File: config.mk
export PLATFORM = sky130hd
export DESIGN_NAME = spis_slave
export DESIGN_NICKNAME = d
export VERILOG_FILES = /design/src/rtl/spis_pkg.sv /design/src/rtl/spis_sync.sv /design/src/rtl/spis_fifo.sv /design/src/rtl/spis_shifter.sv /design/src/rtl/spis_slave.sv
export SDC_FILE = /design/constraint.sdc
export NUM_CORES = 1
export LEC_CHECK = 0
export CAP_MARGIN = 15
export CELL_PAD_IN_SITES_DETAIL_PLACEMENT = 2
export CELL_PAD_IN_SITES_GLOBAL_PLACEMENT = 2
export CORE_AREA = 2 2 107 109
export CTS_CLUSTER_SIZE = 10
export DETAILED_ROUTE_END_ITERATION = 6
export DIE_AREA = 0 0 109 111
export PLACE_DENSITY_LB_ADDON = 0.12
export REMOVE_ABC_BUFFERS = 1
export SLEW_MARGIN = 5
export SYNTH_ARGS = -nofsm -noshare
export SYNTH_HDL_FRONTEND = slang
export SYNTH_SLANG_ARGS = --single-unit
File: constraint.sdc
create_clock -name clk -period 6.9 [get_ports clk]
set_input_delay 1.035 -clock clk [delete_from_list [all_inputs] [get_ports clk]]
set_output_delay 1.035 -clock clk [all_outputs]
set_load 0.01 [all_outputs]
File: src/rtl/spis_pkg.sv
package spis_pkg;

  localparam int FLAG_N = 3;
  localparam int FL_UDF = 0;
  localparam int FL_OVF = 1;
  localparam int FL_SSF = 2;

  // An edge leaves idle when the new clock level differs from the idle level.
  function automatic logic f_leaving_idle(input logic idle_lvl, input logic new_lvl);
    return new_lvl != idle_lvl;
  endfunction

  // Select is active when the pin level disagrees with the active-low setting.
  function automatic logic f_sel_active(input logic active_low, input logic pin_lvl);
    return pin_lvl ^ active_low;
  endfunction

endpackage

File: src/rtl/spis_sync.sv
module spis_sync #(
  parameter int W      = 1,
  parameter int STAGES = 2
) (
  input  logic         clk,
  input  logic         rst_n,
  input  logic [W-1:0] d,
  output logic [W-1:0] q
);

  logic [STAGES-1:0][W-1:0] chain;

  generate
    if (STAGES == 1) begin : g_one
      always_ff @(posedge clk or negedge rst_n) begin
        if (!rst_n) chain <= '0;
        else        chain <= d;
      end
    end else begin : g_many
      always_ff @(posedge clk or negedge rst_n) begin
        if (!rst_n) chain <= '0;
        else        chain <= {chain[STAGES-2:0], d};
      end
    end
  endgenerate

  assign q = chain[STAGES-1];

endmodule

File: src/rtl/spis_fifo.sv
module spis_fifo #(
  parameter int DW    = 8,
  parameter int DEPTH = 4
) (
  input  logic                       clk,
  input  logic                       rst_n,
  input  logic                       wr_en,
  input  logic [DW-1:0]              wr_data,
  input  logic                       rd_en,
  output logic [DW-1:0]              head,
  output logic                       empty,
  output logic                       full,
  output logic [$clog2(DEPTH+1)-1:0] count
);

  localparam int AW = (DEPTH > 1) ? $clog2(DEPTH) : 1;
  localparam int CW = $clog2(DEPTH+1);

  logic [DW-1:0] mem [DEPTH];
  logic [AW-1:0] wp, rp;
  logic [CW-1:0] cnt;
  logic          do_wr, do_rd;

  function automatic logic [AW-1:0] f_step(input logic [AW-1:0] p);
    return (p == AW'(DEPTH-1)) ? '0 : p + AW'(1);
  endfunction

  assign empty = (cnt == '0);
  assign full  = (cnt == CW'(DEPTH));
  assign do_wr = wr_en & ~full;
  assign do_rd = rd_en & ~empty;
  assign head  = mem[rp];
  assign count = cnt;

  always_ff @(posedge clk) begin
    if (do_wr) mem[wp] <= wr_data;
  end

  always_ff @(posedge clk or negedge rst_n) begin
    if (!rst_n) begin
      wp  <= '0;
      rp  <= '0;
      cnt <= '0;
    end else begin
      if (do_wr) wp <= f_step(wp);
      if (do_rd) rp <= f_step(rp);
      case ({do_wr, do_rd})
        2'b10:   cnt <= cnt + CW'(1);
        2'b01:   cnt <= cnt - CW'(1);
        default: cnt <= cnt;
      endcase
    end
  end

endmodule

File: src/rtl/spis_shifter.sv
module spis_shifter
  import spis_pkg::*;
#(
  parameter int DW = 8
) (
  input  logic          clk,
  input  logic          rst_n,
  input  logic          sck_s,
  input  logic          mosi_s,
  input  logic          sel_act,
  input  logic          cfg_cpol,
  input  logic          cfg_cpha,
  input  logic [DW-1:0] tx_pick,
  output logic          miso,
  output logic          ev_commit,
  output logic          ev_done,
  output logic          ev_fault,
  output logic [DW-1:0] rx_byte,
  output logic          busy
);

  localparam int BW = (DW > 2) ? $clog2(DW) : 1;

  logic          sck_prev;
  logic          in_byte;
  logic [BW-1:0] bitcnt;
  logic [DW-1:0] txsh, rxsh;
  logic          sck_chg, lead_e, trail_e, samp_e, shft_e;
  logic          do_sample, do_shift;

  assign sck_chg   = sck_s ^ sck_prev;
  assign lead_e    = sel_act & sck_chg &  f_leaving_idle(cfg_cpol, sck_s);
  assign trail_e   = sel_act & sck_chg & ~f_leaving_idle(cfg_cpol, sck_s);
  assign samp_e    = cfg_cpha ? trail_e : lead_e;
  assign shft_e    = cfg_cpha ? lead_e  : trail_e;

  assign ev_commit = lead_e & ~in_byte;
  assign do_sample = samp_e & (in_byte | ev_commit);
  assign do_shift  = shft_e & in_byte & ~ev_commit;
  assign ev_done   = do_sample & (bitcnt == BW'(DW-1));
  assign ev_fault  = ~sel_act & in_byte;
  assign rx_byte   = {rxsh[DW-2:0], mosi_s};
  assign busy      = in_byte;
  assign miso      = in_byte ? txsh[DW-1] : tx_pick[DW-1];

  always_ff @(posedge clk or negedge rst_n) begin
    if (!rst_n) begin
      sck_prev <= 1'b0;
      in_byte  <= 1'b0;
      bitcnt   <= '0;
      txsh     <= '0;
      rxsh     <= '0;
    end else begin
      sck_prev <= sck_s;
      if (!sel_act) begin
        in_byte <= 1'b0;
        bitcnt  <= '0;
        rxsh    <= '0;
      end else begin
        if (ev_commit)     txsh <= tx_pick;
        else if (do_shift) txsh <= {txsh[DW-2:0], 1'b0};
        if (do_sample) begin
          rxsh   <= rx_byte;
          bitcnt <= ev_done ? '0 : bitcnt + BW'(1);
        end
        if (ev_done)        in_byte <= 1'b0;
        else if (ev_commit) in_byte <= 1'b1;
      end
    end
  end

endmodule

File: src/rtl/spis_slave.sv
module spis_slave
  import spis_pkg::*;
#(
  parameter int DW          = 8,
  parameter int TX_DEPTH    = 4,
  parameter int RX_DEPTH    = 4,
  parameter int SYNC_STAGES = 2
) (
  input  logic              clk,
  input  logic              rst_n,
  input  logic              cfg_tx_pop,
  input  logic              cfg_rx_store,
  input  logic              cfg_ss_low,
  input  logic              cfg_cpol,
  input  logic              cfg_cpha,
  input  logic              sck,
  input  logic              ss,
  input  logic              mosi,
  output logic              miso,
  input  logic              tx_wr_en,
  input  logic [DW-1:0]     tx_wr_data,
  output logic              tx_full,
  output logic              tx_empty,
  input  logic              rx_rd_en,
  output logic [DW-1:0]     rx_rd_data,
  output logic              rx_empty,
  output logic              rx_full,
  input  logic [FLAG_N-1:0] flag_clr,
  output logic [FLAG_N-1:0] err_flags
);

  localparam int TX_CW = $clog2(TX_DEPTH+1);
  localparam int RX_CW = $clog2(RX_DEPTH+1);

  logic              sck_s, ss_s, mosi_s, sel_act;
  logic              ev_commit, ev_done, ev_fault, busy;
  logic [DW-1:0]     rx_byte, last_rx, tx_head, tx_pick;
  logic              tx_empty_i, tx_full_i, rx_empty_i, rx_full_i;
  logic              tx_pop, rx_push;
  logic [TX_CW-1:0]  tx_count;
  logic [RX_CW-1:0]  rx_count;
  logic [FLAG_N-1:0] flag_set;

  spis_sync #(.W(3), .STAGES(SYNC_STAGES)) u_sync (
    .clk   (clk),
    .rst_n (rst_n),
    .d     ({sck, ss, mosi}),
    .q     ({sck_s, ss_s, mosi_s})
  );

  assign sel_act = f_sel_active(cfg_ss_low, ss_s);
  assign tx_pick = tx_empty_i ? last_rx : tx_head;

  spis_shifter #(.DW(DW)) u_shift (
    .clk       (clk),
    .rst_n     (rst_n),
    .sck_s     (sck_s),
    .mosi_s    (mosi_s),
    .sel_act   (sel_act),
    .cfg_cpol  (cfg_cpol),
    .cfg_cpha  (cfg_cpha),
    .tx_pick   (tx_pick),
    .miso      (miso),
    .ev_commit (ev_commit),
    .ev_done   (ev_done),
    .ev_fault  (ev_fault),
    .rx_byte   (rx_byte),
    .busy      (busy)
  );

  assign tx_pop  = ev_commit & cfg_tx_pop & ~tx_empty_i;
  assign rx_push = ev_done & cfg_rx_store;

  spis_fifo #(.DW(DW), .DEPTH(TX_DEPTH)) u_txq (
    .clk     (clk),
    .rst_n   (rst_n),
    .wr_en   (tx_wr_en),
    .wr_data (tx_wr_data),
    .rd_en   (tx_pop),
    .head    (tx_head),
    .empty   (tx_empty_i),
    .full    (tx_full_i),
    .count   (tx_count)
  );

  spis_fifo #(.DW(DW), .DEPTH(RX_DEPTH)) u_rxq (
    .clk     (clk),
    .rst_n   (rst_n),
    .wr_en   (rx_push),
    .wr_data (rx_byte),
    .rd_en   (rx_rd_en),
    .head    (rx_rd_data),
    .empty   (rx_empty_i),
    .full    (rx_full_i),
    .count   (rx_count)
  );

  assign tx_full  = tx_full_i;
  assign tx_empty = tx_empty_i;
  assign rx_empty = rx_empty_i;
  assign rx_full  = rx_full_i;

  always_ff @(posedge clk or negedge rst_n) begin
    if (!rst_n)       last_rx <= '0;
    else if (ev_done) last_rx <= rx_byte;
  end

  assign flag_set[FL_UDF] = ev_commit & cfg_tx_pop & tx_empty_i;
  assign flag_set[FL_OVF] = rx_push & rx_full_i;
  assign flag_set[FL_SSF] = ev_fault;

  generate
    for (genvar g = 0; g < FLAG_N; g++) begin : g_flag
      always_ff @(posedge clk or negedge rst_n) begin
        if (!rst_n) err_flags[g] <= 1'b0;
        else        err_flags[g] <= flag_set[g] | (err_flags[g] & ~flag_clr[g]);
      end
    end
  endgenerate

endmodule

# Yosys cells after proc, flatten, opt, wreduce, memory -nomap -nowiden
# Memories as Yosys holds them, arrays and structs flattened.
# Cells that the tools add are included.
[op_classes] addsub=9 n_eq_ne=14 mux=24 bitwise_logic=38 reduce_logical=6
[ops] cell="$mux 8" n=3
[ops] cell="$and 1x1->1" n=21
[ops] cell="$mux 7" n=2
[ops] cell="$eq 2x2->1 const B" n=6
[ops] cell="$pmux 3 s2" n=2
[ops] cell="$not 1->1" n=11
[ops] cell="$mux 1" n=10
[ops] cell="$add 3x1->3 const B" n=3
[ops] cell="$eq 3x3->1 const B" n=3
[ops] cell="$mux 3" n=3
[ops] cell="$add 2x1->2 const B" n=4
[ops] cell="$mux 2" n=4
[ops] cell="$logic_not 3->1" n=2
[ops] cell="$reduce_bool 2->1" n=3
[ops] cell="$sub 3x1->3 const B" n=2
[ops] cell="$eq 2x1->1 const B" n=2
[ops] cell="$or 1x1->1" n=4
[ops] cell="$ne 3x3->1 const B" n=1
[ops] cell="$ne 2x2->1 const B" n=1
[ops] cell="$reduce_and 2->1" n=1
[ops] cell="$xor 1x1->1" n=2
[ops] cell="$ne 1x1->1" n=1
[totals] regBits=51 ramBits=64 in_bits=23 memories=2
[mem_list] memory="u_rxq.mem" depth=4 width=8 read_ports=1 rd_clocked_by_memory_dff=0 wr=1 line_no="spis_fifo.sv:19" text="logic [DW-1:0] mem [DEPTH];"
[mem_list] memory="u_txq.mem" depth=4 width=8 read_ports=1 rd_clocked_by_memory_dff=0 wr=1 line_no="spis_fifo.sv:19"

# Logic depth before layout (Yosys ltp)
[depth] depth_word=11 ltp_mapped=11 depth_no_buf=11

# Hierarchy
# From an unflattened synthesis, not the netlist that was laid out.
[hier_totals] hier_cells=304 area_unflattened_um2=5063.6
[modules_own_cells] module="spis_fifo at u_rxq" instances=1 cells_per_inst=82 area_each_um2=1636.6
[modules_own_cells] module="spis_fifo at u_txq" instances=1 cells_per_inst=83 area_each_um2=1611.5
[modules_own_cells] module="spis_shifter" instances=1 cells_per_inst=90 area_each_um2=1102.3
[modules_own_cells] module="spis_slave" instances=1 cells_per_inst=40 area_each_um2=540.5
[modules_own_cells] module="spis_sync" instances=1 cells_per_inst=9 area_each_um2=172.7

# Worst setup path after synthesis
# No wires, ideal clock.
[synth_timing] kind="in2reg" start="input cfg_cpol" end="register u_txq.cnt[2] (netlist: u_txq.count[2])" setup_ns=0.079 arrival_time_ns=2.962 t_required_ns=6.821 setup_slack_ns=3.858 stages=11 n_path_buf=1 path_cell_list="or3b_4 > a211oi_2 > buf_6 > nand3_4 > inv_1 > ha_1 > inv_1 > fa_1 > xor2_1 > nor2_1 > xor2_1"
[synth_between] elab_chain_cells=8 elab_cells_between_ends=10 classes_between="eq/ne: 3; mux: 1; bitwise: 5; reduce/logical: 1"
[synth_lines] element="start, declared" line_no="spis_slave.sv:14" text="input logic cfg_cpol,"
[synth_lines] element="$ne 1x1->1 *" line_no="spis_pkg.sv:10" text="return new_lvl != idle_lvl;"
[synth_lines] element="$and 1x1->1 *" line_no="spis_shifter.sv:32" text="assign lead_e = sel_act & sck_chg & f_leaving_idle(cfg_cpol, sck_s);"
[synth_lines] element="$and 1x1->1 *" line_no="spis_shifter.sv:37" text="assign ev_commit = lead_e & ~in_byte;"
[synth_lines] element="$and 1x1->1 * (2 in a row)" line_no="spis_slave.sv:71" text="assign tx_pop = ev_commit & cfg_tx_pop & ~tx_empty_i;"
[synth_lines] element="$and 1x1->1 *" line_no="spis_fifo.sv:31" text="assign do_rd = rd_en & ~empty;"
[synth_lines] element="via u_txq.do_rd" line_no="spis_fifo.sv:22" text="logic do_wr, do_rd;"
[synth_lines] element="$eq 2x1->1 or $eq 2x2->1 (tied branches)" line_no="spis_fifo.sv:47" text="case ({do_wr, do_rd})"
[synth_lines] element="$pmux 3 s2 or $reduce_bool 2->1 (tied branches)"
[synth_lines] element="end signal, assigned" line_no="spis_fifo.sv:48" text="2'b10: cnt <= cnt + CW'(1);"
[synth_lines] element="end signal, assigned" line_no="spis_fifo.sv:49" text="2'b01: cnt <= cnt - CW'(1);"
[synth_lines] element="end signal, assigned" line_no="spis_fifo.sv:50" text="default: cnt <= cnt;"
[synth_lines] element="end, declared" line_no="spis_fifo.sv:21" text="logic [CW-1:0] cnt;"
# The timed path passes the listed nets; every way through them passes the cells marked *.
# A chain may end at the register's enable or synchronous reset.

# Worst setup path in the final report
# Ends and elaborated chain as after synthesis.

==> metrics.csv <==
stage,metric,value,unit
synthesis,"EDFF count, synth",64,
setup_path,R2R cell count,10,
global_routing,met3 Resource Use GR,5.11,%
route,Pre-antenna DRT Iters,4,
layout,n_diodes,0,
global_routing,vias in the first global route,3101,
route,Total Wirelength,10400,um
layout,Nets,397,
route,Post-DRT Antenna Nets,0,
clocking,Clock transition at path regs,0.06,ns
global_routing,met2 Usage GRT,33.2,%
synthesis,register area share after synthesis,64.7,%
global_routing,largest net degree at the start of global routing,52,
sta,Period minus WS final,3.87,ns
setup_path,critical path class,input pin to register,
hold_path,HP Start,u_sync.chain[2],
die,Core Footprint,11100,sq um
clocking,Hold Buf Count CTS,0,
setup_path,r2r startpoint,u_sync.q[2],
synthesis,post-synth top area cell,edfxtp_1,
hold_path,Hold/Removal Path Class,register to register,
setup_path,CP Launch Type,input pin,
clocking,cts repair resizes,0,
sta,setup_tns,0,ns
setup_path,WP data required,7.23,ns
route,DR vias,2708,
synthesis,Post-synth ARST share,44.3,%
clocking,worst skew pair latency,0.40,ns
global_routing,Overflow after GRT,0,
die,initial core utilization,44.6,%
synthesis,synth unique cells,42,
setup_path,crit path max fanout,10,
place,quantity of I/O buffers inserted on ports,38,
layout,layout cell share with drive strength beyond 1,21.3,%
job,Max Cap Violations,0,
sta,Final Slew Violations,0,
die,die width,109,um
global_routing,global-route wire length before repair,17000,um
clocking,cts bufs inserted,17,
setup_path,Setup crit end kind,register,
synthesis,Synth top area share,38.9,%
setup_path,Worst R2R Setup Slack,3.71,ns
setup_path,Worst Setup SP,cfg_cpol,
synthesis,synth top area cells,"edfxtp_1, dfrtp_1, mux4_2, mux2_2, ha_1",
layout,layout filler cell count,952,
synthesis,Post-Syn Instances,311,
clocking,Clock Path Buffers,2,
layout,area added between synthesis and finish,23.4,%
die,row count,39,
sta,Max Fclk,258,MHz
clocking,CTS tree,built,
power,PwrDens,390,nW/um^2
sta,unrepaired setup endpoints after global routing,false,
global_routing,Total GRT Usage,19.5,%
sta,final worst path period share,56.2,%
clocking,H-tree levels,4,
setup_path,crit path DAT,4.21,ns
sta,worst rel slew slack,23.2,%
place,placed wire-length estimate,6830,um
synthesis,syn avg cell area,15.9,sq um
route,1st-iter DRT viols,82,
die,num ports,39,
global_routing,grt peak-use layer,met2,
route,drt drc,0,
outcome,status,"complete, no violations",
synthesis,Synth Register Bits,115,
global_routing,initial antenna violation count,0,
place,routability cong.,0.701,
die,die height,111,um
synthesis,"Cell Area, Synth",4940,sq um
synthesis,most used flip-flop cell after synthesis,edfxtp_1,
clocking,clock sink total,115,
die,Total Die Area,12100,sq um
clocking,CTS Root Cell,clkbuf_16,
synthesis,Synth warnings,0,
sta,Finish-stage setup viols,0,
layout,Final Util,55.0,%
power,Peak VDD IR,0.197,mV
route,average wire per cell in the routed design,20.3,um
sta,worst-margin pin slew,1.14,ns
clocking,post-CTS setup buffers,0,
sta,Setup Skew,0.00661,ns
hold_path,Hold Crit Depth,0,
power,Leakage,2.43,nW
route,Vias/cell,5.27,
global_routing,M1 GR Usage,23.7,%
sta,"Hold Vio Cnt, Final",0,
[critical path, cell delays in order]
cell and delay [ns]:
clkdlybuf4s50_1 0.49, or3b_4 0.46, a211oi_2 0.92, nand3_4 0.16, inv_1 0.11, ha_1 0.19
inv_1 0.06, fa_1 0.37, xor2_1 0.15, nor2_1 0.11, xor2_1 0.14
[cell usage in the layout (no fill, tap or decap), drive strengths merged, types with 2 or more instances in the layout]
cell and count:
edfxtp 64, dfrtp 51, clkdlybuf4s50 37, mux2 23, inv 22, clkbuf 18
mux4 16, mux2i 16, o21ai 15, ha 14, a21oi 12, nand3 12
and2 8, clkinv 7, nand2 6, nor2 6, xor2 5, bufinv 5
xnor2 4, nand3b 3, nor2b 3, nor3 2, nor3b 2, o211a 2
fa 2, clkinvlp 2, o211ai 2, a21o 2, buf 2
[Yosys cell counts, types with 2 or more instances]
master,instances
o211a_1,2
nor3b_1,2
and2_1,8
mux2_4,6
nor2_1,6
buf_2,2
inv_1,22
nor2b_1,3
o21ai_0,15
ha_1,14
mux2_2,17
dfrtp_1,51
xor2_1,5
nand2_1,6
a21oi_1,11
nand3_1,11
nand3b_1,3
clkbuf_1,6
mux4_2,16
nor3_1,2
mux2i_1,15
xnor2_1,4
edfxtp_1,64
fa_1,2
[state kept, by name (all words and copies together) (netlist names), 3 cells and up]
name,cells
u_rxq.mem,32
u_txq.mem,32
last_rx,8
u_shift.txsh,8
u_shift.rxsh,7
err_flags,3
u_rxq.count,3
u_shift.bitcnt,3
u_sync.chain,3
u_sync.q,3
u_txq.count,3
[report_power, final]
group	switching, mW	internal (mW)	total (mW)
logic	0.210	0.271	0.481
clock network	0.310	0.648	0.958
registers	0.106	0.831	0.938
total	0.626	1.75	2.38
[per-layer routing]
metal	vias up	part of all wire [%]
met4	0	0.68
met1	1423	41
met5	-	0
met3	5	2.6
li1	1246	-
met2	34	56
[path summary, 6_finish.rpt]
kind	to
worst max register to register	u_txq.count[2]
max in group asynchronous	last_rx[3]
min in group asynchronous	u_rxq.count[0]
worst min-delay path	u_sync.q[2]
worst max-delay path	u_txq.count[2]
worst min register to register	u_sync.q[2]
[layout make-up]
| class | count | area, sq um | share of cell area, % |
|---|---|---|---|
| flip-flops and latches | 115 | 3200 | 52.5 |
| multi-input cells | 163 | 1600 | 26.3 |
| clock buffers | 18 | 439 | 7.20 |
| repair buffers | 39 | 383 | 6.28 |
| clock inverters | 14 | 210 | 3.45 |
| well taps | 143 | 179 | 2.94 |
| inverters | 22 | 82.6 | 1.35 |
[per-stage QoR]
step           setup WS [ns]  hold WS, ns  area (sq um)  std cells  total power, mW
2_1_floorplan           3.47        0.331          4880        300             1.25
3_3_place_gp            2.66        0.332          5450        482             1.40
3_5_place_dp            2.57        0.336          5450        482             1.43
4_1_cts                 3.00        0.349          6100        514             2.42
5_1_grt                 2.78        0.354          6100        514             2.50
6_report                3.03        0.347          6100        514             2.38
[kinds of logic after synthesis]
group           count (synthesis)  share of synthesized area, %
flops                         115                          64.7
xor+xnor                        9                          1.60
compound gates                 35                          4.33
simple gates                   48                          5.70
mux                            55                          16.5
fa+ha+maj                      16                          4.36
buf+inv                        33                          2.79
(Power assumes the default switching activity.)
